`src/rtl/tmr_pkg.sv`:
```
package tmr_pkg;

    typedef enum logic [1:0] {
        ST_STOP     = 2'd0,
        ST_RUN      = 2'd1,
        ST_RLD_RUN  = 2'd2,
        ST_RLD_STOP = 2'd3
    } tmr_state_e;

    localparam int OFS_W = 3;

    localparam logic [OFS_W-1:0] OFS_CTRL   = 3'd0;
    localparam logic [OFS_W-1:0] OFS_RLD_LO = 3'd1;
    localparam logic [OFS_W-1:0] OFS_RLD_HI = 3'd2;
    localparam logic [OFS_W-1:0] OFS_CNT_LO = 3'd3;
    localparam logic [OFS_W-1:0] OFS_CNT_HI = 3'd4;

    localparam int CB_RUN = 0;
    localparam int CB_SRC = 1;
    localparam int CB_OE  = 2;
    localparam int CB_IRQ = 3;

    localparam int N_SRC = 2;

endpackage

```
`src/rtl/tmr_edge_det.sv`:
```
module tmr_edge_det #(
    parameter int N_LVL = 2
) (
    input  logic             clk,
    input  logic             rst_n,
    input  logic [N_LVL-1:0] lvl,
    output logic [N_LVL-1:0] fall,
    output logic [N_LVL-1:0] rise
);

    logic [N_LVL-1:0] prev_q;

    always_ff @(posedge clk or negedge rst_n) begin
        if (!rst_n) prev_q <= '0;
        else        prev_q <= lvl;
    end

    assign fall = prev_q & ~lvl;
    assign rise = ~prev_q & lvl;

endmodule

```
`src/rtl/tmr_channel.sv`:
```
module tmr_channel
    import tmr_pkg::*;
#(
    parameter int CNT_W = 8
) (
    input  logic               clk,
    input  logic               rst_n,
    input  logic [N_SRC-1:0]   src_fall,
    input  logic [N_SRC-1:0]   src_rise,
    input  logic               wr_ctrl,
    input  logic               wr_rld_lo,
    input  logic               wr_rld_hi,
    input  logic [CNT_W/2-1:0] wdata,
    output logic [CNT_W-1:0]   count,
    output logic [CNT_W-1:0]   reload,
    output logic               run_req,
    output logic               busy,
    output logic               src_sel,
    output logic               out_en,
    output logic               irq,
    output logic               tout,
    output logic               sel_fall,
    output logic               sel_rise
);

    localparam int NIB_W = CNT_W / 2;

    tmr_state_e state_q, state_d;
    logic       do_dec, do_undf, do_load;
    logic       tog_q;

    assign sel_fall = src_fall[src_sel];
    assign sel_rise = src_rise[src_sel];

    // state register
    always_ff @(posedge clk or negedge rst_n) begin
        if (!rst_n) state_q <= ST_STOP;
        else        state_q <= state_d;
    end

    // next state
    always_comb begin
        state_d = state_q;
        unique case (state_q)
            ST_STOP: begin
                if (sel_fall && run_req) state_d = ST_RUN;
            end
            ST_RUN: begin
                if (sel_fall) begin
                    if (count == '0)  state_d = run_req ? ST_RLD_RUN : ST_RLD_STOP;
                    else if (!run_req) state_d = ST_STOP;
                end
            end
            ST_RLD_RUN: begin
                if (sel_rise) state_d = ST_RUN;
            end
            ST_RLD_STOP: begin
                if (sel_rise) state_d = ST_STOP;
            end
            default: state_d = ST_STOP;
        endcase
    end

    // per-state actions
    always_comb begin
        do_dec  = 1'b0;
        do_undf = 1'b0;
        do_load = 1'b0;
        unique case (state_q)
            ST_STOP:     ;
            ST_RUN: begin
                do_dec  = sel_fall && (count != '0);
                do_undf = sel_fall && (count == '0);
            end
            ST_RLD_RUN,
            ST_RLD_STOP: do_load = sel_rise;
            default:     ;
        endcase
    end

    assign busy = (state_q != ST_STOP);

    // counter datapath
    always_ff @(posedge clk or negedge rst_n) begin
        if (!rst_n)       count <= '0;
        else if (do_load) count <= reload;
        else if (do_dec)  count <= count - 1'b1;
    end

    // configuration registers
    always_ff @(posedge clk or negedge rst_n) begin
        if (!rst_n) begin
            reload  <= '0;
            run_req <= 1'b0;
            src_sel <= 1'b0;
            out_en  <= 1'b0;
        end else begin
            if (wr_rld_lo) reload[NIB_W-1:0]     <= wdata;
            if (wr_rld_hi) reload[CNT_W-1:NIB_W] <= wdata;
            if (wr_ctrl) begin
                run_req <= wdata[CB_RUN];
                src_sel <= wdata[CB_SRC];
                out_en  <= wdata[CB_OE];
            end
        end
    end

    // interrupt flag: set wins over a same-cycle clear
    always_ff @(posedge clk or negedge rst_n) begin
        if (!rst_n)                        irq <= 1'b0;
        else if (do_undf)                  irq <= 1'b1;
        else if (wr_ctrl && wdata[CB_IRQ]) irq <= 1'b0;
    end

    always_ff @(posedge clk or negedge rst_n) begin
        if (!rst_n)       tog_q <= 1'b0;
        else if (do_undf) tog_q <= ~tog_q;
    end

    assign tout = tog_q & out_en;

endmodule

```
`src/rtl/tmr_regs.sv`:
```
module tmr_regs
    import tmr_pkg::*;
#(
    parameter int N_CH  = 2,
    parameter int CNT_W = 8,
    parameter int CH_W  = 1
) (
    input  logic                       clk,
    input  logic                       rst_n,
    input  logic                       wr_en,
    input  logic                       rd_en,
    input  logic [CH_W+OFS_W-1:0]      addr,
    input  logic [N_CH-1:0][CNT_W-1:0] ch_cnt,
    input  logic [N_CH-1:0][CNT_W-1:0] ch_rld,
    input  logic [N_CH-1:0]            ch_run,
    input  logic [N_CH-1:0]            ch_busy,
    input  logic [N_CH-1:0]            ch_src,
    input  logic [N_CH-1:0]            ch_oe,
    input  logic [N_CH-1:0]            ch_irq,
    output logic [N_CH-1:0]            wr_ctrl,
    output logic [N_CH-1:0]            wr_lo,
    output logic [N_CH-1:0]            wr_hi,
    output logic [CNT_W/2-1:0]         rdata
);

    localparam int NIB_W = CNT_W / 2;

    logic [CH_W-1:0]  a_ch;
    logic [OFS_W-1:0] a_ofs;
    logic [N_CH-1:0][NIB_W-1:0] hold_q;

    assign a_ch  = addr[CH_W+OFS_W-1:OFS_W];
    assign a_ofs = addr[OFS_W-1:0];

    for (genvar c = 0; c < N_CH; c++) begin : g_ch
        logic hit;
        assign hit        = (a_ch == CH_W'(c));
        assign wr_ctrl[c] = wr_en && hit && (a_ofs == OFS_CTRL);
        assign wr_lo[c]   = wr_en && hit && (a_ofs == OFS_RLD_LO);
        assign wr_hi[c]   = wr_en && hit && (a_ofs == OFS_RLD_HI);

        always_ff @(posedge clk or negedge rst_n) begin
            if (!rst_n)
                hold_q[c] <= '0;
            else if (rd_en && hit && (a_ofs == OFS_CNT_LO))
                hold_q[c] <= ch_cnt[c][CNT_W-1:NIB_W];
        end
    end

    always_comb begin
        rdata = '0;
        for (int c = 0; c < N_CH; c++) begin
            if (a_ch == CH_W'(c)) begin
                unique case (a_ofs)
                    OFS_CTRL: begin
                        rdata[CB_RUN] = ch_run[c] | ch_busy[c];
                        rdata[CB_SRC] = ch_src[c];
                        rdata[CB_OE]  = ch_oe[c];
                        rdata[CB_IRQ] = ch_irq[c];
                    end
                    OFS_RLD_LO: rdata = ch_rld[c][NIB_W-1:0];
                    OFS_RLD_HI: rdata = ch_rld[c][CNT_W-1:NIB_W];
                    OFS_CNT_LO: rdata = ch_cnt[c][NIB_W-1:0];
                    OFS_CNT_HI: rdata = hold_q[c];
                    default:    rdata = '0;
                endcase
            end
        end
    end

endmodule

```
`src/rtl/dual_reload_timer.sv`:
```
module dual_reload_timer
    import tmr_pkg::*;
#(
    parameter  int N_CH   = 2,
    parameter  int CNT_W  = 8,
    localparam int CH_W   = $clog2(N_CH),
    localparam int ADDR_W = CH_W + OFS_W,
    localparam int NIB_W  = CNT_W / 2
) (
    input  logic              clk,
    input  logic              rst_n,
    input  logic              clk_slow,
    input  logic              clk_fast,
    input  logic              wr_en,
    input  logic              rd_en,
    input  logic [ADDR_W-1:0] addr,
    input  logic [NIB_W-1:0]  wdata,
    output logic [NIB_W-1:0]  rdata,
    output logic [N_CH-1:0]   irq,
    output logic [N_CH-1:0]   tout
);

    logic [N_SRC-1:0]            src_fall, src_rise;
    logic [N_CH-1:0][CNT_W-1:0]  ch_cnt, ch_rld;
    logic [N_CH-1:0]             ch_run, ch_busy, ch_src, ch_oe;
    logic [N_CH-1:0]             ch_fall, ch_rise;
    logic [N_CH-1:0]             wr_ctrl, wr_lo, wr_hi;

    tmr_edge_det #(.N_LVL(N_SRC)) u_edge (
        .clk  (clk),
        .rst_n(rst_n),
        .lvl  ({clk_fast, clk_slow}),
        .fall (src_fall),
        .rise (src_rise)
    );

    for (genvar c = 0; c < N_CH; c++) begin : g_tmr
        tmr_channel #(.CNT_W(CNT_W)) u_ch (
            .clk      (clk),
            .rst_n    (rst_n),
            .src_fall (src_fall),
            .src_rise (src_rise),
            .wr_ctrl  (wr_ctrl[c]),
            .wr_rld_lo(wr_lo[c]),
            .wr_rld_hi(wr_hi[c]),
            .wdata    (wdata),
            .count    (ch_cnt[c]),
            .reload   (ch_rld[c]),
            .run_req  (ch_run[c]),
            .busy     (ch_busy[c]),
            .src_sel  (ch_src[c]),
            .out_en   (ch_oe[c]),
            .irq      (irq[c]),
            .tout     (tout[c]),
            .sel_fall (ch_fall[c]),
            .sel_rise (ch_rise[c])
        );
    end

    tmr_regs #(.N_CH(N_CH), .CNT_W(CNT_W), .CH_W(CH_W)) u_regs (
        .clk    (clk),
        .rst_n  (rst_n),
        .wr_en  (wr_en),
        .rd_en  (rd_en),
        .addr   (addr),
        .ch_cnt (ch_cnt),
        .ch_rld (ch_rld),
        .ch_run (ch_run),
        .ch_busy(ch_busy),
        .ch_src (ch_src),
        .ch_oe  (ch_oe),
        .ch_irq (irq),
        .wr_ctrl(wr_ctrl),
        .wr_lo  (wr_lo),
        .wr_hi  (wr_hi),
        .rdata  (rdata)
    );

endmodule

```
`config.mk`:
```
export PLATFORM = sky130hd
export DESIGN_NAME = dual_reload_timer
export DESIGN_NICKNAME = d
export VERILOG_FILES = /design/src/rtl/tmr_pkg.sv /design/src/rtl/tmr_edge_det.sv /design/src/rtl/tmr_channel.sv /design/src/rtl/tmr_regs.sv /design/src/rtl/dual_reload_timer.sv
export SDC_FILE = /design/constraint.sdc
export NUM_CORES = 1
export LEC_CHECK = 0
export ABC_AREA = 1
export ABC_CLOCK_PERIOD_IN_PS = 1500
export BUFFER_PORTS_ARGS = -buffer_cell sky130_fd_sc_hd__buf_4
export CAP_MARGIN = 20
export CORE_MARGIN = 2
export CORE_UTILIZATION = 55
export CTS_CLUSTER_DIAMETER = 30
export DETAILED_ROUTE_END_ITERATION = 10
export PLACE_DENSITY = 0.69
export SKIP_LAST_GASP = 1
export SLEW_MARGIN = 20
export SYNTH_ARGS = -nofsm -noshare
export SYNTH_HDL_FRONTEND = slang
export SYNTH_HIERARCHICAL = 1
export SYNTH_SLANG_ARGS = --single-unit
```
`constraint.sdc`:
```
create_clock -name clk -period 1.5 [get_ports clk]
set_input_delay 0.3 -clock clk [delete_from_list [all_inputs] [get_ports clk]]
set_output_delay 0.3 -clock clk [all_outputs]
set_load 0.005 [all_outputs]
```
Yosys cells after proc, flatten, opt, wreduce, memory -nomap -nowiden
Index checks and enable logic that the tools add are counted.
{"block": "classes", "addsub": 2, "multipliers": 0, "div": 0, "magnitude_cmp": 2, "eq_ne": 20, "shift": 0, "muxes": 41, "bitwise_logic": 11, "reduce_logical": 37}
{"operator": "$pmux W4 S5", "n": 2}
{"operator": "$mux W8", "n": 4}
{"operator": "$mux W2", "n": 12}
{"operator": "$logic_and A1 B1 Y1", "n": 20}
{"operator": "$mux W1", "n": 20}
{"operator": "$logic_not A8 Y1", "n": 2}
{"operator": "$ne A2 B1 Y1 const B", "n": 8}
{"operator": "$pmux W2 S4", "n": 2}
{"operator": "$reduce_bool A8 Y1", "n": 2}
{"operator": "$sub A8 B1 Y8 const B", "n": 2}
{"operator": "$reduce_bool A2 Y1", "n": 6}
{"operator": "$reduce_and A5 Y1", "n": 2}
{"operator": "$eq A2 B2 Y1 const B", "n": 4}
{"operator": "$eq A3 B2 Y1 const B", "n": 2}
{"operator": "$ne A3 B3 Y1 const B", "n": 2}
{"operator": "$and A2 B2 Y2", "n": 2}
{"operator": "$eq A2 B1 Y1 const B", "n": 2}
{"operator": "$logic_not A2 Y1", "n": 2}
{"operator": "$lt A1 B2 Y1 const B", "n": 2}
{"operator": "$mux W4", "n": 1}
{"operator": "$not A2 Y2", "n": 2}
{"operator": "$reduce_or A2 Y1", "n": 2}
{"operator": "$eq A3 B1 Y1 const B", "n": 1}
{"operator": "$eq A3 B3 Y1 const B", "n": 1}
{"operator": "4 further kinds", "n": 8}
{"block": "totals", "ff_bits": 56, "latchBits": 0, "ram_bits": 0, "rom_bits": 0, "in_bits": 14, "elab_cells": 134, "mem_count": 0}

Longest topological paths before layout
Gate-level depths: netlist of run 1.
{"block": "depth", "depth_word": 8, "mapped_depth": 10}

Hierarchy
Netlist of run 1, hierarchy kept.
{"mod": "tmr_channel", "n_inst": 2, "cells_each": 157, "area_each_um2": 1297.5, "seq_area_each_um2": 575.6}
{"mod": "tmr_regs", "n_inst": 1, "cells_each": 151, "area_each_um2": 867.1, "seq_area_each_um2": 200.2}
{"mod": "tmr_edge_det", "n_inst": 1, "cells_each": 10, "area_each_um2": 80.1, "seq_area_each_um2": 50.0}

Worst setup path after synthesis of run 1
No wires, ideal clock.
{"block": "synth_timing", "path_type": "input port to flip-flop", "from": "input addr[2]", "to": "register g_tmr[1].u_ch.out_en", "t_arrival_ns": 1.370, "required_ns": 1.375, "path_slack_ns": 0.005, "cell_stages": 5, "n_path_buf": 1, "path_cell_list": "buf_2 nor3_2 inv_1 nor2_1 mux2_2"}
{"block": "synth_via", "elab_chain_len": 2}
{"element": "start: declaration", "line_no": "dual_reload_timer.sv:16", "source": "input logic [ADDR_W-1:0] addr,"}
{"element": "$logic_not A3 Y1", "line_no": "tmr_regs.sv:38", "source": "assign wr_ctrl[c] = wr_en && hit && (a_ofs == OFS_CTRL);"}
{"element": "$logic_and A1 B1 Y1", "line_no": "tmr_regs.sv:38"}
{"element": "net wr_ctrl[1]", "line_no": "dual_reload_timer.sv:27", "source": "logic [N_CH-1:0] wr_ctrl, wr_lo, wr_hi;"}
{"element": "end signal: assignment", "line_no": "tmr_channel.sv:103", "source": "out_en <= wdata[CB_OE];"}
{"element": "end: declaration", "line_no": "tmr_channel.sv:19", "source": "output logic out_en,"}
The timed path passes the listed nets, and every way through them passes these cells.
A chain may end at the register's enable or synchronous reset.

Final worst setup path of run 1
{"block": "layout_timing", "from": "register g_tmr[1].u_ch.state_q[1]", "to": "output rdata[0]"}
{"block": "layout_via", "elab_chain_len": 4}
{"element": "start: declaration", "line_no": "tmr_channel.sv:28", "source": "tmr_state_e state_q, state_d;"}
{"element": "start signal: assignment", "line_no": "tmr_channel.sv:38", "source": "else state_q <= state_d;"}
{"element": "$reduce_bool A2 Y1", "line_no": "tmr_channel.sv:81", "source": "assign busy = (state_q != ST_STOP);"}
{"element": "net ch_busy[1]", "line_no": "dual_reload_timer.sv:25", "source": "logic [N_CH-1:0] ch_run, ch_busy, ch_src, ch_oe;"}
{"element": "$or A1 B1 Y1", "line_no": "tmr_regs.sv:56", "source": "rdata[CB_RUN] = ch_run[c] | ch_busy[c];"}
{"element": "$pmux W4 S5", "line_no": "tmr_regs.sv:54", "source": "unique case (a_ofs)"}
{"element": "$mux W4", "line_no": "tmr_regs.sv:53", "source": "if (a_ch == CH_W'(c)) begin"}
{"element": "end: declaration", "line_no": "dual_reload_timer.sv:18", "source": "output logic [NIB_W-1:0] rdata,"}
The timed path passes the listed nets, and every way through them passes these cells.

==> results of run 1 <==
==> sequential cells by signal, summed over array words and instances (netlist names) <==
register and flops:
g_tmr.u_ch/irq 2, g_tmr.u_ch/tog_q 2, g_tmr.u_ch/reload 16, g_tmr.u_ch/count 16, g_tmr.u_ch/out_en 2, u_regs/hold_q 8
g_tmr.u_ch/src_sel 2, g_tmr.u_ch/state_q 4, g_tmr.u_ch/run_req 2, u_edge/prev_q 2
==> final cells by class <==
cell class	count	area, µm²
Sequential cell	56	1410
Clock buffer	5	68.8
Inverter	55	209
Clock inverter	3	90.1
Multi-Input combinational cell	357	1990
Timing Repair Buffer	71	572
Fill cell	527	1850
Tap cell	77	96.3
==> routing by layer <==
layer	wire length [µm]	track usage
met1	4260	0.389
met2	4080	0.391
met3	494	0.0364
met4	102	0.0630
met5	0	0
==> synth_stat cells <==
cell / instances
nand2_2: 9
xor2_1: 8
o21ai_1: 8
a21oi_1: 2
nand4_1: 20
nand3_1: 49
xnor2_1: 2
inv_1: 48
mux2_2: 16
buf_2: 6
nor2_4: 5
nand2_4: 4
buf_6: 1
ha_1: 4
nor2_2: 1
nor3_4: 1
o21ai_0: 8
nor2_1: 45
nor3_2: 1
nand2_1: 164
nor2_8: 4
nand3_2: 6
inv_2: 7
dfrtp_1: 56
==> timing repair <==
item | 4_1_cts | 5_1_grt
setup buffers | 16 | 6
endpoints found under the setup margin | 4 | 26
endpoints found under the hold margin | 20 | 0
pin swaps | 9 | 20
hold buffers | 1 | 0
gates resized for setup | 6 | 33
==> worst paths after layout <==
kind                                           from                  endpoint  slack (ns)
hold / removal                             clk_slow          u_edge/prev_q[0]         0.1
setup / recovery           g_tmr[1].u_ch/state_q[1]                  rdata[0]       -0.35
setup reg to reg             g_tmr[1].u_ch/count[1]    g_tmr[1].u_ch/count[0]        0.01
min in group asynchronous                     rst_n   g_tmr[1].u_ch/reload[6]        0.41
max in group asynchronous                     rst_n  g_tmr[1].u_ch/state_q[1]        0.63
hold reg to reg                 g_tmr[1].u_ch/tog_q       g_tmr[1].u_ch/tog_q        0.49
==> kinds of logic (layout without fill, tap and decap cells) <==
group | count (synthesis) | count (layout) | share of synthesized area
and+or+nand+nor | 309 | 309 | 0.419
adders and majority gates | 4 | 4 | 0.0141
AOI/OAI and AO/OA | 18 | 18 | 0.0254
muxes | 16 | 16 | 0.0509
xor gates and xnor gates | 10 | 10 | 0.0247
buffers and inverters | 62 | 134 | 0.0699
DFF | 56 | 56 | 0.396
==> through the flow <==
| stage | util | hold WS [ns] |
|---|---|---|
| after detailed placement | 0.637 | 0.217 |
| after floorplan | - | 0.00441 |
| final | 0.706 | 0.0978 |
| after CTS | 0.683 | 0.0943 |
| after global placement | 0.637 | 0.211 |
| after global routing | 0.706 | 0.0936 |
==> power by group <==
group	switching [µW]	leakage, µW	total, µW	internal [µW]
Sequential	468	0.000699	2480	2020
Combinational	2070	0.00151	3680	1610
Clock	510	0.0000784	1340	834
Total	3050	0.00229	7500	4460
==> worst register-to-register path, stage by stage, from the launching register on <==
cell and delay [ns]:
dfrtp_1 0.44, buf_6 0.14, inv_4 0.05, ha_4 0.12
nand2_2 0.06, nor2_4 0.17, nor2_8 0.07, nor2_4 0.21
nand2_1 0.08, nand3_1 0.07
==> run metrics, run 1 <==
synth warn 6; placed cells around 600; crit-path max cell delay 0.42 ns; kind of critical path flip-flop to output port; worst path arrival time 1.55 ns; failing checks negative setup slack; clock insertion delay at the later pin of the skew report approximately 0.32 ns; final WL 8.93 mm; vias per cell approximately 5.4; Most common cell on crit path nand2_1; achievable clock frequency 0.539 GHz; Slew HR 0.787; number of distinct library cells after synthesis 24; Cells after Synth approximately 480; die area a little over 0.007 mm²; vias in the first global route 3078; Yosys top cell area share 0.396; Via Count 3341; antenna violations before repair 0; hold depth 1; Slew @ Worst Pin 0.319 ns; Final Hold Fails 0; Die W approximately 84 µm; mapped cell area 0.00354 mm²; Critical Path Source Type flip-flop; cell accounting for the most synthesized area dfrtp_1; largest net degree at the start of global routing 27; Mapped Nets 493; final instance area 0.00443 mm²; Port-buffer cells 21; Crit. End Element output port; Total Nets Final 564; CP delay by family, top simple AND/OR/NAND/NOR gates; maxcap violations 0; initial core utilization 0.564; Iter 0 DRT Violations roughly 230; RSZ-0062 raised after global routing yes; Diodes inserted 0; status finished with violations; P_leak between 0.002 and 0.0025 µW; CTS clk-pin slew, worst paths 0.10 ns; Worst Reg2Reg Path Length in Cells 9; mean post-synth cell area about 7.5 µm²; Max VDD drop 0.00134 V; number of buffers created by CTS 5; clock root cell clkbuf_8; WP buf/inv 3; clk buf depth 2; drt pass-1 iters 4; worst setup margin -0.354 ns; most frequent cells in the layout nand2_1, buf_4, dfrtp_1, nand3_1, inv_1; CTS tree done; Residual DRC 0; critical path depth 11; Placement Setup Slack -0.0839 ns; Core ar. ~0.0063 mm²; period utilization 1.24; CP required 1.20 ns; DRT antenna net count 0; min-delay worst type input port to flip-flop; clock sinks 56; CP max stage cell dfrtp_1; HPWL after detailed placement 6.56 mm; io pins 22; FF+latch count, synth 56; DP Area 0.00400 mm²; # rows 29; gr ovfl total 0; GPL Wtd Cong ~0.9; worst clock skew 0.00741 ns; crit path time final 1.85 ns; total track usage 0.257; die height roughly 84 µm; Power Total 7500 µW; critical-path maximum fanout 2; synth top area cells dfrtp_1, nand2_1, nand3_1; Slew Limit Fails 0; share of cells above drive strength 1 0.298; setup TNS -0.621 ns; crit path cell chain nor2_2 > inv_1 > inv_2 > nand2_2 > nand3_2 > nand2_1 > nor2_1 > nand2_1 > nand2_1 > nand2_2 > buf_6; Power Density 1690 mW/mm²; Seq/Total Area, Yosys 0.396; Area Overhead vs Synth 25.1%; H-tree depth 2; Routed wire per std cell 14.3 µm; first-pass GRT wire length 14.6 mm; setup violators final 4; most common cell after layout, fill and taps aside nand2_1; fin cells 624
No activity file was read; power rests on OpenSTA's default activity.
==> run 2, diff against run 1 <==
- SYNTH_HIERARCHICAL: 1 -> not set
==> run metrics, run 2 <==
status finished with violations; failing checks negative setup slack; achievable clock frequency 0.584 GHz; number of distinct library cells after synthesis 24; synth top area cells dfrtp_1, nand2_1, inv_1; cell accounting for the most synthesized area dfrtp_1; FF+latch count, synth 56; drt pass-1 iters 5; Crit Reg-Reg Startpoint g_tmr[1].u_ch.count[1]; Power Total 7640 µW; CP startpoint g_tmr[1].u_ch.count[1]; Via Count around 3500; worst path arrival time 1.41 ns; Synth Flop Type dfrtp_1; critical-path maximum fanout 2; Power Density 1640 mW/mm²; clock sinks 56; HPWL after detailed placement 6.38 mm; R2R Path End g_tmr[1].u_ch.count[7]; clock insertion delay at the later pin of the skew report a little over 0.3 ns; Min-Delay Endpoint u_edge.prev_q[1]; number of buffers created by CTS 5; initial core utilization 0.567; most common cell after layout, fill and taps aside nand2_1; antenna violations before repair 0; Synth async-reset ratio 1.00; kind of critical path flip-flop to output port; CTS tree done; mean post-synth cell area 6.98 µm²; H-tree depth 2; Cells after Synth 478; largest net degree at the start of global routing 34; Slew HR 0.771; Routed wire per std cell between 15 and 20 µm; Port-buffer cells 21; clock root cell clkbuf_8; first-pass GRT wire length 14.7 mm; Iter 0 DRT Violations 266; gr ovfl total 0; vias per cell 5.31; Placement Setup Slack -0.187 ns; RSZ-0062 raised after global routing yes; fin cells between 600 and 700; io pins 22; period utilization 1.14; biggest regs g_tmr.u_ch.count (16), g_tmr.u_ch.reload (16), u_regs.hold_q (8); Critical Path Source Type flip-flop; Final Hold Fails 0; setup violators final 16; Worst Reg2Reg Path Length in Cells 12; most common cell in the synthesized netlist nand2_1; Residual DRC 0; synth warn 0; Slew Limit Fails 0; Die W 81.9 µm; share of cells above drive strength 1 0.344; hold depth 1; Max VDD drop 0.00126 V; Slew @ Worst Pin 0.342 ns; min-delay worst type input port to flip-flop; Diodes inserted 0; # rows 28; worst setup margin -0.214 ns; crit path time final 1.71 ns; mapped cell area approximately 0.0033 mm²; Core ar. roughly 0.0059 mm²; final WL 9.79 mm; Seq/Total Area, Yosys 0.420; setup slack, reg-to-reg -0.18 ns; placed cells 612; Yosys top cell area share 0.420; min-delay src clk_fast; EDFF count, synth 0; Total Nets Final about 600; CP required around 1.2 ns; Area Overhead vs Synth 39.4%; CTS clk-pin slew, worst paths 0.10 ns; total track usage 0.287; die area 0.00670 mm²; most frequent cells in the layout nand2_1, buf_4, dfrtp_1, inv_1; GPL Wtd Cong 0.820; P_leak roughly 0.0025 µW; worst clock skew between 0.006 and 0.007 ns; die height 81.9 µm; vias in the first global route 3153; Mapped Nets between 400 and 500; Crit. End Element output port; setup TNS -2.26 ns; clk buf depth 2; DRT antenna net count 0; WHS 0.120 ns; maxcap violations 0; most frequent cells after synthesis nand2_1, inv_1, dfrtp_1, nand3_1, o21ai_0
## run 2: changes by cell type after synthesis, moves of 6 or more
| cell | before | now |
|---|---|---|
| buf_4 | 0 | 6 |
| inv_1 | 48 | 58 |
| inv_2 | 7 | 0 |
| mux2_2 | 16 | 0 |
| nand2_1 | 164 | 197 |
| nand3_1 | 49 | 37 |
| nand4_1 | 20 | 8 |
| nor2_1 | 45 | 29 |
| o21ai_0 | 8 | 35 |
| o21ai_1 | 8 | 14 |
## run 2: metal layers
metal,routed length [µm],share of wire,vias up,global-route usage
met5,0,0,-,0
met4,91,0.0093,0,0.0467
met3,579,0.059,11,0.0538
met2,4600,0.47,138,0.462
met1,4530,0.46,1618,0.410
li1,-,-,1687,-
## run 2: area by class of cell
cell class,instances,area (µm²)
inverters,62,255
well taps,75,93.8
clock buffers,5,68.8
clock inverters,3,42.5
fillers,410,1240
flip-flops and latches,56,1400
repair inverters,1,7.51
repair buffers,100,881
multi-input cells,349,1900
## run 2: worst max path at each step
| stage | endpoint | slack (ns) | depth (start not counted) |
|---|---|---|---|
| global placement | rdata[3] | -0.20 | 10 |
| global route | rdata[1] | -0.31 | 8 |
| detailed placement | rdata[3] | -0.19 | 10 |
| finish | rdata[1] | -0.21 | 8 |
| CTS | rdata[0] | -0.19 | 9 |
| floorplan | g_tmr[1].u_ch.count[4] | 0.02 | 10 |
## run 2: timing repair
action,4_1_cts,5_1_grt
resized for setup,38,86
endpoints found under the hold margin,23,0
hold buffers,1,0
cloned,2,2
buffers inserted,19,13
pin swaps,13,44
endpoints found under the setup margin,11,28
## run 2: logic make-up (layout without fill, tap and decap cells)
kind of cell / count (synthesis) / in the layout / synth area share
compound gates: 56 / 56 / 0.0885
xor+xnor: 5 / 5 / 0.0131
fa+ha+maj: 2 / 2 / 0.00750
buf+inv: 74 / 171 / 0.103
flops: 56 / 56 / 0.420
simple gates: 285 / 286 / 0.368
## run 2: per-stage QoR
step / instance area (µm²) / utilization
after global placement: 3910 / 0.665
final: 4650 / 0.790
after CTS: 4280 / 0.727
after global routing: 4650 / 0.790
after detailed placement: 3910 / 0.665
after floorplan: 3340 / -
## run 2: power breakdown
part           switching, µW  total [µW]  internal [µW]  leakage (µW)
clock network            498         993            495     0.0000541
registers                423        2410           1980      0.000718
logic                   2290        4240           1950       0.00173
total                   3210        7640           4430       0.00250
## run 2: worst max-delay path, cell delays in order, from the launching register on
cell and delay (ns):
dfrtp_1 0.41, buf_4 0.14, nand4_1 0.07, o21ai_1 0.08
nor2_1 0.09, nand2_1 0.05, nand2_1 0.07, nand2_2 0.06
buf_4 0.13
==> run 3, diff against run 2 <==
- SKIP_LAST_GASP: 1 -> not set
==> run metrics, run 3 (synthesized netlist as in run 2, its figures left out) <==
Residual DRC 0; Max VDD drop about 0.0012 V; kind of critical path flip-flop to output port; vias per cell about 5.3; clock sinks 56; maxcap violations 0; Power Total 7540 µW; io pins 22; DRT antenna net count 0; Iter 0 DRT Violations 241; # rows 28; die area 0.00670 mm²; register area 0.00140 mm²; GPL Wtd Cong 0.820; H-tree depth 2; share of cells above drive strength 1 0.339; crit path time final 1.71 ns; clock insertion delay at the later pin of the skew report 0.31 ns; Logic pwr share 0.548; sequential share of power 0.319; status finished with violations; Slew HR 0.769; Slew @ Worst Pin 0.346 ns; GRT busiest layer met2; CTS clk-pin slew, worst paths roughly 0.10 ns; min-delay src clk_fast; crit-path max cell delay 0.42 ns; period utilization 1.14; Port-buffer cells 21; initial core utilization 0.567; grt met3 use 0.0538; Die W 81.9 µm; gr ovfl total 0; most common cell after layout, fill and taps aside nand2_1; Power Density around 1600 mW/mm²; number of buffers created by CTS 5; CP startpoint g_tmr[0].u_ch.run_req; critical-path maximum fanout 2; failing checks negative setup slack; Net Sw Frac 0.421; multi-input logic area 0.00191 mm²; worst setup margin -0.206 ns; Via Count 3415; biggest regs g_tmr.u_ch.count (16), g_tmr.u_ch.reload (16), u_regs.hold_q (8); drt pass-1 iters 5; Most common cell on crit path nand2_1; vias in the first global route 3157; clock share of power 0.132; Net Sw Power 3170 µW; CTS tree done; setup violators final 15; Total Nets Final 585; most frequent cells in the layout nand2_1, buf_4, dfrtp_1, inv_1, nand3_1; met2 usage 0.463; largest net degree at the start of global routing 34; first-pass GRT wire length 14.8 mm; clk buf depth 2; P_leak 0.00250 µW; Critical Path Source Type flip-flop; DP Area a little under 0.004 mm²; final instance area 0.00461 mm²; HPWL after detailed placement 6.38 mm; worst clock skew just under 0.01 ns; FILL cells 415; Routed wire per std cell 15.0 µm; RSZ-0062 raised after global routing yes; die height 81.9 µm; achievable clock frequency 0.586 GHz; M1 GR Usage 0.411; antenna violations before repair 0; Core ar. 0.00589 mm²; P_int 4370 µW; Slew Limit Fails 0; final WL 9.65 mm; min-delay worst type input port to flip-flop; Crit. End Element output port; CP max stage cell dfrtp_1; Final Hold Fails 0; Crit Reg-Reg Startpoint g_tmr[1].u_ch.count[1]; CP required 1.20 ns; clock root cell clkbuf_8; crit path cell chain inv_2 > nand3_4 > nand2_2 > nand2_1 > nor2_1 > nand2_1 > nand2_1 > nand2_2 > buf_6; total track usage 0.288; worst path arrival time approximately 1.4 ns; Diodes inserted 0; Area Overhead vs Synth 38.3%
[run 3: cell count changes in the layout (fill, tap and decap cells not counted), moves of 2 or more]
cell	before	now
nand2_1	164	162
nand3_2	7	5
buf_4	79	74
nand2_2	26	28
clkinvlp_4	3	1
nor2_2	2	4
inv_2	10	8
inv_1	46	48
[run 3: timing repair]
action                                  4_1_cts  5_1_grt
resized for setup                            50       74
hold endpoints to repair                     23        0
pin swaps                                    14       41
endpoints found under the setup margin       11       25
gates cloned                                  2        1
hold buffers                                  1        0
setup buffers                                19        8
[run 3: worst max-delay path: cells and delay by family (launching register included)]
family | cells | cell delay [ns]
buf+inv | 2 | 0.20
flops | 1 | 0.42
simple gates | 7 | 0.48
[run 3: layout make-up]
class	instances	share of cell area
Sequential cell	56	0.304
Clock inverter	3	0.00922
Clock buffer	5	0.0149
Inverter	62	0.0548
Multi-Input combinational cell	349	0.414
Timing Repair Buffer	95	0.183
Tap cell	75	0.0203
[run 3: power groups by stage]
stage,registers [µW],clock network [µW],logic (µW)
after floorplan,2310,0,1850
after global placement,2380,0,2840
after detailed placement,2400,0,2920
after CTS,2370,1000,3410
after global routing,2460,1040,4570
final,2410,998,4130
[run 3: metal layers]
layer | vias to the layer above | share of wire
met5 | - | 0
met4 | 0 | 0.014
met3 | 17 | 0.053
met2 | 123 | 0.47
met1 | 1599 | 0.46
li1 | 1676 | -
[run 3: path summary, 6_finish.rpt]
| check | end | cells after the start | slack (ns) |
|---|---|---|---|
| max in group asynchronous | g_tmr[0].u_ch.reload[1] | 3 | 0.57 |
| min reg2reg | g_tmr[0].u_ch.tog_q | 1 | 0.49 |
| min in group asynchronous | u_regs.hold_q[5] | 2 | 0.43 |
| min | u_edge.prev_q[1] | 1 | 0.12 |
| max reg2reg | g_tmr[1].u_ch.count[7] | 12 | -0.16 |
| max | rdata[0] | 9 | -0.21 |
[run 3: per-stage QoR]
step           setup slack, ns  TNS, ns  instances  hold slack, ns  utilization
2_1_floorplan           0.0207        0        478         0.00441            -
3_3_place_gp            -0.205    -1.55        612           0.222        0.665
3_5_place_dp            -0.187    -1.58        612           0.224        0.665
4_1_cts                 -0.186   -0.690        639           0.115        0.733
5_1_grt                 -0.309    -3.13        645           0.112        0.784
6_report                -0.206    -2.00        645           0.118        0.784
